==> config.mk <==
export PLATFORM = sky130hd
export DESIGN_NAME = mem_order_guard
export DESIGN_NICKNAME = d
export VERILOG_FILES = /design/src/rtl/svd_pkg.sv /design/src/rtl/svd_slot_pair.sv /design/src/rtl/svd_port.sv /design/src/rtl/mem_order_guard.sv
export SDC_FILE = /design/constraint.sdc
export NUM_CORES = 2
export LEC_CHECK = 0
export ABC_AREA = 1
export BUFFER_PORTS_ARGS = -buffer_cell sky130_fd_sc_hd__buf_2
export CAP_MARGIN = 20
export CELL_PAD_IN_SITES_DETAIL_PLACEMENT = 2
export CELL_PAD_IN_SITES_GLOBAL_PLACEMENT = 2
export CORE_AREA = 3 3 429 431
export DETAILED_ROUTE_END_ITERATION = 10
export DIE_AREA = 0 0 432 434
export PLACE_DENSITY = 0.56
export REMOVE_ABC_BUFFERS = 1
export SLEW_MARGIN = 25
export SYNTH_ARGS = -nofsm -noshare
export SYNTH_HDL_FRONTEND = slang
export SYNTH_HIERARCHICAL = 1
export SYNTH_SLANG_ARGS = --single-unit
==> constraint.sdc <==
create_clock -name clk -period 6.9 [get_ports clk]
set_clock_uncertainty 0.2 [all_clocks]
set_input_delay 1.035 -clock clk [delete_from_list [all_inputs] [get_ports clk]]
set_output_delay 1.035 -clock clk [all_outputs]
set_load 0.05 [all_outputs]
==> src/rtl/svd_pkg.sv <==
package svd_pkg;

  // load slots per pipeline source
  localparam int unsigned SVD_SLOTS = 2;

  // circular age compare: a strictly younger than b; flag at bit vw
  function automatic logic tag_younger(input logic [31:0] a, input logic [31:0] b,
                                       input int unsigned vw);
    logic [31:0] vm;
    vm = (32'd1 << vw[4:0]) - 32'd1;
    return (a[vw[4:0]] ^ b[vw[4:0]]) ^ ((a & vm) > (b & vm));
  endfunction

endpackage

==> src/rtl/svd_slot_pair.sv <==
module svd_slot_pair
  import svd_pkg::*;
#(
  parameter int unsigned AGE_W  = 6,
  parameter int unsigned ADDR_W = 16,
  parameter int unsigned BYTES  = 8,
  parameter int unsigned PC_W   = 16,
  localparam int unsigned TAG_W = AGE_W + 1,
  localparam int unsigned WLSB  = $clog2(BYTES)
) (
  input  logic                                clk,
  input  logic                                rst,
  input  logic [ADDR_W-1:0]                   st_addr,
  input  logic [BYTES-1:0]                    st_mask,
  input  logic [TAG_W-1:0]                    st_tag,
  input  logic [SVD_SLOTS-1:0]                ld_valid,
  input  logic [SVD_SLOTS-1:0][ADDR_W-1:0]    ld_addr,
  input  logic [SVD_SLOTS-1:0][BYTES-1:0]     ld_mask,
  input  logic [SVD_SLOTS-1:0][TAG_W-1:0]     ld_tag,
  input  logic [SVD_SLOTS-1:0][PC_W-1:0]      ld_pc,
  output logic                                sel_valid,
  output logic [TAG_W-1:0]                    sel_tag,
  output logic [PC_W-1:0]                     sel_pc
);

  logic [SVD_SLOTS-1:0]             hit_d, hit_q;
  logic [SVD_SLOTS-1:0][TAG_W-1:0]  tag_q;
  logic [SVD_SLOTS-1:0][PC_W-1:0]   pc_q;

  // cycle 0: younger, same word, overlapping bytes
  for (genvar s = 0; s < SVD_SLOTS; s++) begin : g_slot
    assign hit_d[s] = ld_valid[s]
                    && tag_younger(32'(ld_tag[s]), 32'(st_tag), AGE_W)
                    && ((ld_addr[s] >> WLSB) == (st_addr >> WLSB))
                    && (|(ld_mask[s] & st_mask));
  end

  always_ff @(posedge clk) begin
    if (rst) hit_q <= '0;
    else     hit_q <= hit_d;
  end

  always_ff @(posedge clk) begin
    tag_q <= ld_tag;
    pc_q  <= ld_pc;
  end

  // cycle 1: oldest of the two slots
  logic pick;
  always_comb begin
    if (hit_q == 2'b11)
      pick = tag_younger(32'(tag_q[0]), 32'(tag_q[1]), AGE_W);
    else
      pick = !hit_q[0];
  end

  assign sel_valid = |hit_q;
  assign sel_tag   = tag_q[pick];
  assign sel_pc    = pc_q[pick];


  oldest_slot_chk: assert property (@(posedge clk) disable iff (rst)
    (hit_q == 2'b11) |-> (!tag_younger(32'(sel_tag), 32'(tag_q[0]), AGE_W)
                      && !tag_younger(32'(sel_tag), 32'(tag_q[1]), AGE_W)));

endmodule

==> src/rtl/svd_port.sv <==
module svd_port
  import svd_pkg::*;
#(
  parameter int unsigned Q_DEPTH = 16,
  parameter int unsigned AGE_W   = 6,
  parameter int unsigned ADDR_W  = 16,
  parameter int unsigned BYTES   = 8,
  parameter int unsigned PC_W    = 16,
  localparam int unsigned QIW    = $clog2(Q_DEPTH),
  localparam int unsigned TAG_W  = AGE_W + 1,
  localparam int unsigned WLSB   = $clog2(BYTES)
) (
  input  logic                              clk,
  input  logic                              rst,
  input  logic                              st_valid,
  input  logic [ADDR_W-1:0]                 st_addr,
  input  logic [BYTES-1:0]                  st_mask,
  input  logic [TAG_W-1:0]                  st_tag,
  input  logic                              st_slot_wrap,
  input  logic [QIW-1:0]                    st_slot,
  input  logic                              q_tail_wrap,
  input  logic [QIW-1:0]                    q_tail,
  input  logic [Q_DEPTH-1:0]                q_alloc,
  input  logic [Q_DEPTH-1:0]                q_has_data,
  input  logic [Q_DEPTH-1:0]                q_miss,
  input  logic [Q_DEPTH-1:0][ADDR_W-1:0]    q_addr,
  input  logic [Q_DEPTH-1:0][BYTES-1:0]     q_mask,
  input  logic [Q_DEPTH-1:0][TAG_W-1:0]     q_tag,
  input  logic [Q_DEPTH-1:0][PC_W-1:0]      q_pc,
  input  logic [SVD_SLOTS-1:0]              wb_valid,
  input  logic [SVD_SLOTS-1:0][ADDR_W-1:0]  wb_addr,
  input  logic [SVD_SLOTS-1:0][BYTES-1:0]   wb_mask,
  input  logic [SVD_SLOTS-1:0][TAG_W-1:0]   wb_tag,
  input  logic [SVD_SLOTS-1:0][PC_W-1:0]    wb_pc,
  input  logic [SVD_SLOTS-1:0]              ea_valid,
  input  logic [SVD_SLOTS-1:0][ADDR_W-1:0]  ea_addr,
  input  logic [SVD_SLOTS-1:0][BYTES-1:0]   ea_mask,
  input  logic [SVD_SLOTS-1:0][TAG_W-1:0]   ea_tag,
  input  logic [SVD_SLOTS-1:0][PC_W-1:0]    ea_pc,
  output logic                              p_valid,
  output logic [TAG_W-1:0]                  p_tag,
  output logic [PC_W-1:0]                   p_pc
);

  // ---------------- cycle 0: queue window and match ----------------
  logic [Q_DEPTH-1:0] start_pm, tail_pm, window, qhit_d;
  logic [Q_DEPTH-1:0] qhit_q, start_q;
  logic               stv_q;

  for (genvar j = 0; j < Q_DEPTH; j++) begin : g_ent
    assign start_pm[j] = (QIW'(j) < st_slot);
    assign tail_pm[j]  = (QIW'(j) < q_tail);
    assign qhit_d[j]   = window[j] && q_alloc[j] && (q_has_data[j] || q_miss[j])
                       && ((q_addr[j] >> WLSB) == (st_addr >> WLSB))
                       && (|(q_mask[j] & st_mask));


    q_eligible_chk: assert property (@(posedge clk) disable iff (rst)
      qhit_q[j] |-> $past(q_alloc[j] && (q_has_data[j] || q_miss[j])));
  end

  assign window = (st_slot_wrap == q_tail_wrap) ? (start_pm ^ tail_pm)
                                                : ~(start_pm ^ tail_pm);

  always_ff @(posedge clk) begin
    if (rst) begin
      qhit_q <= '0;
      stv_q  <= 1'b0;
    end else begin
      qhit_q <= qhit_d;
      stv_q  <= st_valid;
    end
  end

  always_ff @(posedge clk) start_q <= start_pm;

  // ---------------- pipeline sources ----------------
  logic             wb_v, ea_v;
  logic [TAG_W-1:0] wb_t, ea_t;
  logic [PC_W-1:0]  wb_p, ea_p;

  svd_slot_pair #(.AGE_W(AGE_W), .ADDR_W(ADDR_W), .BYTES(BYTES), .PC_W(PC_W)) i_wb (
    .clk(clk), .rst(rst), .st_addr(st_addr), .st_mask(st_mask), .st_tag(st_tag),
    .ld_valid(wb_valid), .ld_addr(wb_addr), .ld_mask(wb_mask), .ld_tag(wb_tag),
    .ld_pc(wb_pc), .sel_valid(wb_v), .sel_tag(wb_t), .sel_pc(wb_p));

  svd_slot_pair #(.AGE_W(AGE_W), .ADDR_W(ADDR_W), .BYTES(BYTES), .PC_W(PC_W)) i_ea (
    .clk(clk), .rst(rst), .st_addr(st_addr), .st_mask(st_mask), .st_tag(st_tag),
    .ld_valid(ea_valid), .ld_addr(ea_addr), .ld_mask(ea_mask), .ld_tag(ea_tag),
    .ld_pc(ea_pc), .sel_valid(ea_v), .sel_tag(ea_t), .sel_pc(ea_p));

  // ---------------- cycle 1: oldest queue entry ----------------
  logic [Q_DEPTH-1:0] upper;
  logic [QIW-1:0]     qpick;
  logic               q_v;
  logic [TAG_W-1:0]   q_t;
  logic [PC_W-1:0]    q_p;

  assign upper = qhit_q & ~start_q;

  always_comb begin
    qpick = '0;
    for (int j = Q_DEPTH - 1; j >= 0; j--) begin
      if (|upper) begin
        if (upper[j]) qpick = QIW'(j);
      end else begin
        if (qhit_q[j]) qpick = QIW'(j);
      end
    end
  end

  assign q_v = |qhit_q;
  assign q_t = q_tag[qpick];
  assign q_p = q_pc[qpick];

  // ---------------- cycle 1: oldest of three sources ----------------
  logic m10, m20, m21;
  assign m10 = (q_v && wb_v) ? tag_younger(32'(wb_t), 32'(q_t), AGE_W) : !wb_v;
  assign m20 = (q_v && ea_v) ? tag_younger(32'(ea_t), 32'(q_t), AGE_W) : !ea_v;
  assign m21 = (wb_v && ea_v) ? tag_younger(32'(ea_t), 32'(wb_t), AGE_W) : !ea_v;

  always_comb begin
    if (m10 && m20) begin
      p_tag = q_t;
      p_pc  = q_p;
    end else if (!m10 && m21) begin
      p_tag = wb_t;
      p_pc  = wb_p;
    end else begin
      p_tag = ea_t;
      p_pc  = ea_p;
    end
  end

  assign p_valid = stv_q && (q_v || wb_v || ea_v);


  oldest_src_chk: assert property (@(posedge clk) disable iff (rst)
    (p_valid && q_v && wb_v && ea_v) |->
      (!tag_younger(32'(p_tag), 32'(q_t), AGE_W)
       && !tag_younger(32'(p_tag), 32'(wb_t), AGE_W)
       && !tag_younger(32'(p_tag), 32'(ea_t), AGE_W)));

endmodule

==> src/rtl/mem_order_guard.sv <==
module mem_order_guard
  import svd_pkg::*;
#(
  parameter int unsigned N_ST    = 2,
  parameter int unsigned Q_DEPTH = 16,
  parameter int unsigned AGE_W   = 6,
  parameter int unsigned ADDR_W  = 16,
  parameter int unsigned BYTES   = 8,
  parameter int unsigned PC_W    = 16,
  localparam int unsigned QIW    = $clog2(Q_DEPTH),
  localparam int unsigned TAG_W  = AGE_W + 1
) (
  input  logic                              clk,
  input  logic                              rst,
  input  logic [N_ST-1:0]                   st_valid,
  input  logic [N_ST-1:0][ADDR_W-1:0]       st_addr,
  input  logic [N_ST-1:0][BYTES-1:0]        st_mask,
  input  logic [N_ST-1:0][TAG_W-1:0]        st_tag,
  input  logic [N_ST-1:0]                   st_slot_wrap,
  input  logic [N_ST-1:0][QIW-1:0]          st_slot,
  input  logic                              q_tail_wrap,
  input  logic [QIW-1:0]                    q_tail,
  input  logic [Q_DEPTH-1:0]                q_alloc,
  input  logic [Q_DEPTH-1:0]                q_has_data,
  input  logic [Q_DEPTH-1:0]                q_miss,
  input  logic [Q_DEPTH-1:0][ADDR_W-1:0]    q_addr,
  input  logic [Q_DEPTH-1:0][BYTES-1:0]     q_mask,
  input  logic [Q_DEPTH-1:0][TAG_W-1:0]     q_tag,
  input  logic [Q_DEPTH-1:0][PC_W-1:0]      q_pc,
  input  logic [SVD_SLOTS-1:0]              wb_valid,
  input  logic [SVD_SLOTS-1:0][ADDR_W-1:0]  wb_addr,
  input  logic [SVD_SLOTS-1:0][BYTES-1:0]   wb_mask,
  input  logic [SVD_SLOTS-1:0][TAG_W-1:0]   wb_tag,
  input  logic [SVD_SLOTS-1:0][PC_W-1:0]    wb_pc,
  input  logic [SVD_SLOTS-1:0]              ea_valid,
  input  logic [SVD_SLOTS-1:0][ADDR_W-1:0]  ea_addr,
  input  logic [SVD_SLOTS-1:0][BYTES-1:0]   ea_mask,
  input  logic [SVD_SLOTS-1:0][TAG_W-1:0]   ea_tag,
  input  logic [SVD_SLOTS-1:0][PC_W-1:0]    ea_pc,
  input  logic                              redir_valid,
  input  logic                              redir_uncond,
  input  logic [TAG_W-1:0]                  redir_tag,
  output logic                              rb_valid,
  output logic [TAG_W-1:0]                  rb_tag,
  output logic [PC_W-1:0]                   rb_pc
);

  logic [N_ST-1:0]             pv;
  logic [N_ST-1:0][TAG_W-1:0]  pt;
  logic [N_ST-1:0][PC_W-1:0]   pp;

  for (genvar p = 0; p < N_ST; p++) begin : g_port
    svd_port #(.Q_DEPTH(Q_DEPTH), .AGE_W(AGE_W), .ADDR_W(ADDR_W), .BYTES(BYTES),
               .PC_W(PC_W)) i_port (
      .clk(clk), .rst(rst),
      .st_valid(st_valid[p]), .st_addr(st_addr[p]), .st_mask(st_mask[p]),
      .st_tag(st_tag[p]), .st_slot_wrap(st_slot_wrap[p]), .st_slot(st_slot[p]),
      .q_tail_wrap(q_tail_wrap), .q_tail(q_tail),
      .q_alloc(q_alloc), .q_has_data(q_has_data), .q_miss(q_miss),
      .q_addr(q_addr), .q_mask(q_mask), .q_tag(q_tag), .q_pc(q_pc),
      .wb_valid(wb_valid), .wb_addr(wb_addr), .wb_mask(wb_mask), .wb_tag(wb_tag),
      .wb_pc(wb_pc),
      .ea_valid(ea_valid), .ea_addr(ea_addr), .ea_mask(ea_mask), .ea_tag(ea_tag),
      .ea_pc(ea_pc),
      .p_valid(pv[p]), .p_tag(pt[p]), .p_pc(pp[p]));
  end

  // fold store ports, oldest valid wins
  logic             sel_v;
  logic [TAG_W-1:0] sel_t;
  logic [PC_W-1:0]  sel_p;

  always_comb begin
    sel_v = pv[0];
    sel_t = pt[0];
    sel_p = pp[0];
    for (int p = 1; p < N_ST; p++) begin
      if (pv[p] && (!sel_v || tag_younger(32'(sel_t), 32'(pt[p]), AGE_W))) begin
        sel_v = 1'b1;
        sel_t = pt[p];
        sel_p = pp[p];
      end
    end
  end

  // redirect seen alongside the store
  logic             rd_v_q, rd_u_q;
  logic [TAG_W-1:0] rd_t_q;

  always_ff @(posedge clk) begin
    if (rst) rd_v_q <= 1'b0;
    else     rd_v_q <= redir_valid;
  end

  always_ff @(posedge clk) begin
    rd_u_q <= redir_uncond;
    rd_t_q <= redir_tag;
  end

  logic keep;
  assign keep = sel_v
             && !(rd_v_q && tag_younger(32'(sel_t), 32'(rd_t_q), AGE_W))
             && !(rd_v_q && rd_u_q);

  always_ff @(posedge clk) begin
    if (rst) rb_valid <= 1'b0;
    else     rb_valid <= keep;
  end

  always_ff @(posedge clk) begin
    rb_tag <= sel_t;
    rb_pc  <= sel_p;
  end


  rb_needs_store_chk: assert property (@(posedge clk) disable iff (rst)
    rb_valid |-> $past(|st_valid, 2));


  uncond_kill_chk: assert property (@(posedge clk) disable iff (rst)
    $past(redir_valid && redir_uncond, 2) |-> !rb_valid);


  redir_cover_chk: assert property (@(posedge clk) disable iff (rst)
    (rb_valid && $past(redir_valid, 2)) |->
      !tag_younger(32'(rb_tag), 32'($past(redir_tag, 2)), AGE_W));

endmodule

==> metrics.txt <==
final net count=7080; total die area=0.187 sq mm; Min-Delay Path Class=register to register; effective utilization at floorplan=16.8%; Yosys Warn Count=6; core occupancy in the finished layout=23.7%; failing checks=setup timing; detailed-route vias per instance=4.97; critical path's most frequent cell=nand2_2; EDFF count, synth=0; Total Wirelength=246000 um; transition time at the pin with the least slew margin=950 ps; standard-cell rows=156; post-route cell area=0.0428 sq mm; sequential cell area fraction in the yosys report=19.0%; count of pins over their slew limit=0; worst slew margin relative to its limit=36.6%; placeable core area=0.181 sq mm; cell area after placement=0.0395 sq mm; Setup crit end kind=register; average wire per cell in the routed design=29.5 um; run status=finished with violations; uppermost routed layer=met5; number of vias after detailed routing=41500; count of filler cells inserted in the layout=21800; highest-count cells in the layout ignoring fill and taps=1039 x buf_2, 995 x nand2_1, 443 x nor2_1, 419 x inv_1, 398 x nand3_1; clock tree root buffer cell=clkbuf_16; die boundary width=432 um; Crit path buffers/inverters=12; met2 routed wirelength=127000 um; number of library cell types mapped by synthesis=59; final critical-path setup slack=-370 ps; die height=434 um; dpl hpwl=202000 um; setup violation total in the final timing report=1; number of max-cap violations=0; crit path DAT=7550 ps; worst-path cell with the longest stage delay=dfxtp_2; cell area after synthesis=0.0304 sq mm; largest net degree at the start of global routing=71; proportion of netlist area held by the largest area contributor=19.0%; non-filler instance count after layout=8351; Post-Syn Area per Cell=6.41 sq um; count of port buffers added during placement=1039; total power density per cell area=135 mW/mm^2; TritonCTS sink count=289; DRC=0; data required time at the worst endpoint=7180 ps; TritonCTS clock tree=done; Leak=20.9 nW; count of pins on the block boundary=1106; area used by sequential logic in the layout=0.00580 sq mm; overall fraction of global-route tracks in use=24.8%; iteration count of the initial detailed-routing pass=5; worst-path maximum fanout=9; cell type group with the largest total delay on the critical path=simple AND/OR/NAND/NOR gates; met1 wire length=86900 um; largest cells by area after synthesis=dfxtp_1 19%, nand2_1 13%, nand3_1 6.9%; unrepaired setup endpoints after global routing=yes; cell total after placement=8132; largest voltage drop on the vdd net=136 uV; most common cell after layout, fill and taps aside=buf_2; part of the cycle the worst path needs=105%; time the final worst path needs with I/O delays and setup=7270 ps; total grt overflow=0; Multi-input gate area=0.0223 sq mm; post-CTS clock slew at the launch and capture registers of the worst setup and hold paths=50 ps; number of buffers on the longest clock path=3; routed wire length on met3=13900 um; async set or reset register ratio after synthesis=0%; area added between synthesis and finish=40.9%; layout cell share with drive strength beyond 1=30.1%; initial antenna violation count=155; number of global-route vias before repair=44500; number of register bits inferred by synthesis=289; cell taking the most area after synthesis=dfxtp_1; Post-Syn Instances=4738; hold buffer count at cts=0; dominant register cell in the synthesized netlist=dfxtp_1; Skew-Pair Late Insertion Delay=610 ps; number of nets still failing antenna checks after routing=0; final hold violation count=0; maximum clock frequency=138 MHz; routability-driven placement congestion ratio=0.922; clock buffer count from CTS=39; first-iteration detailed-routing DRC count=2178; H-Tree Level Count=2; wire length of the first global-routing pass=334000 um; crit start category=register; slowest stage delay, CP=320 ps; kind of critical path=register to register
[synth_stat cells (17+ instances only)]
cell / number
a2111oi_0: 22
clkbuf_1: 171
buf_6: 25
a211oi_1: 22
buf_1: 17
or2_2: 37
nor4_1: 52
xnor2_1: 88
o221ai_1: 113
o211ai_1: 73
a21oi_1: 61
xor2_1: 102
nand3_1: 417
mux2i_1: 112
nor2_1: 453
a221oi_1: 86
o21ai_0: 361
nor3_1: 20
a22o_1: 72
nand4_1: 101
nand2_1: 1047
o21bai_1: 21
inv_1: 445
o32ai_1: 50
buf_2: 62
dfxtp_1: 289
nand3_2: 22
o22ai_1: 82
ha_1: 120
buf_4: 23
[per-stage QoR]
step	total power, W	hold WS, ps	setup slack (ps)	TNS [ps]
floorplan	0.00257	260	-2860	-48890
global placement	0.00360	308	-765	-2250
detailed placement	0.00365	316	-850	-3930
CTS	0.00582	283	-457	-457
global route	0.00608	307	-907	-4160
finish	0.00578	308	-370	-370
[path summary, 6_finish.rpt]
path | slack, ps | cells after the start | from | endpoint
worst max-delay path | -370 | 62 | g_port[0].i_port/start_q[1] | rb_valid
worst min-delay path | 310 | 3 | rd_u_q | rb_valid
worst max register to register | -370 | 62 | g_port[0].i_port/start_q[1] | rb_valid
worst min register to register | 310 | 3 | rd_u_q | rb_valid
[state kept, by name, summed over array words and instances, names as in the netlist]
| register | flops |
|---|---|
| rb_valid | 1 |
| g_port.i_port/i_wb/pc_q | 64 |
| g_port.i_port/i_wb/hit_q | 4 |
| g_port.i_port/i_wb/tag_q | 28 |
| rb_tag | 7 |
| rd_t_q | 7 |
| g_port.i_port/qhit_q | 32 |
| g_port.i_port/start_q | 30 |
| g_port.i_port/i_ea/tag_q | 28 |
| g_port.i_port/i_ea/pc_q | 64 |
| rb_pc | 16 |
| rd_v_q | 1 |
| g_port.i_port/stv_q | 2 |
| g_port.i_port/i_ea/hit_q | 4 |
| rd_u_q | 1 |
[cells by family after synthesis]
logic type,count (synthesis),synth area share (%)
mux,128,4.48
flops,289,19.0
xor+xnor,190,5.48
fa+ha+maj,120,4.94
compound gates,1041,23.7
buf+inv,770,10.7
simple gates,2200,31.7
[power by group]
part	internal, W	switching [W]	total (W)
Sequential	0.00175	0.0000364	0.00179
Combinational	0.000698	0.00119	0.00189
Clock	0.00124	0.000864	0.00210
[repair_timing]
item / in CTS / in global routing
pin swaps: 77 / 107
setup endpoints to repair: 17 / 21
buffers inserted: 26 / 42
resized for setup: 127 / 139
gates cloned: 5 / 4
[final cells by class]
type                       instances  area share, %
clock buffer                      50           2.52
tap                             2370           6.92
timing repair buffer            1397           19.7
clock inverter                    19          0.587
antenna                           75          0.438
multi-input combinational       3680           52.1
inverter                         471           4.27
sequential                       289           13.5
[layer usage]
metal,GRT usage (%),vias to the layer above
met5,0,-
met4,15.2,98
met3,5.17,547
met2,46.6,1438
met1,25.1,20600
li1,-,18900
[tightest hold or removal path, stage by stage, from the launching register on]
cell and delay (ps):
dfxtp_1 300, a211oi_1 60, nand2_1 60, inv_1 30
No activity file was read; power rests on OpenSTA's default activity.
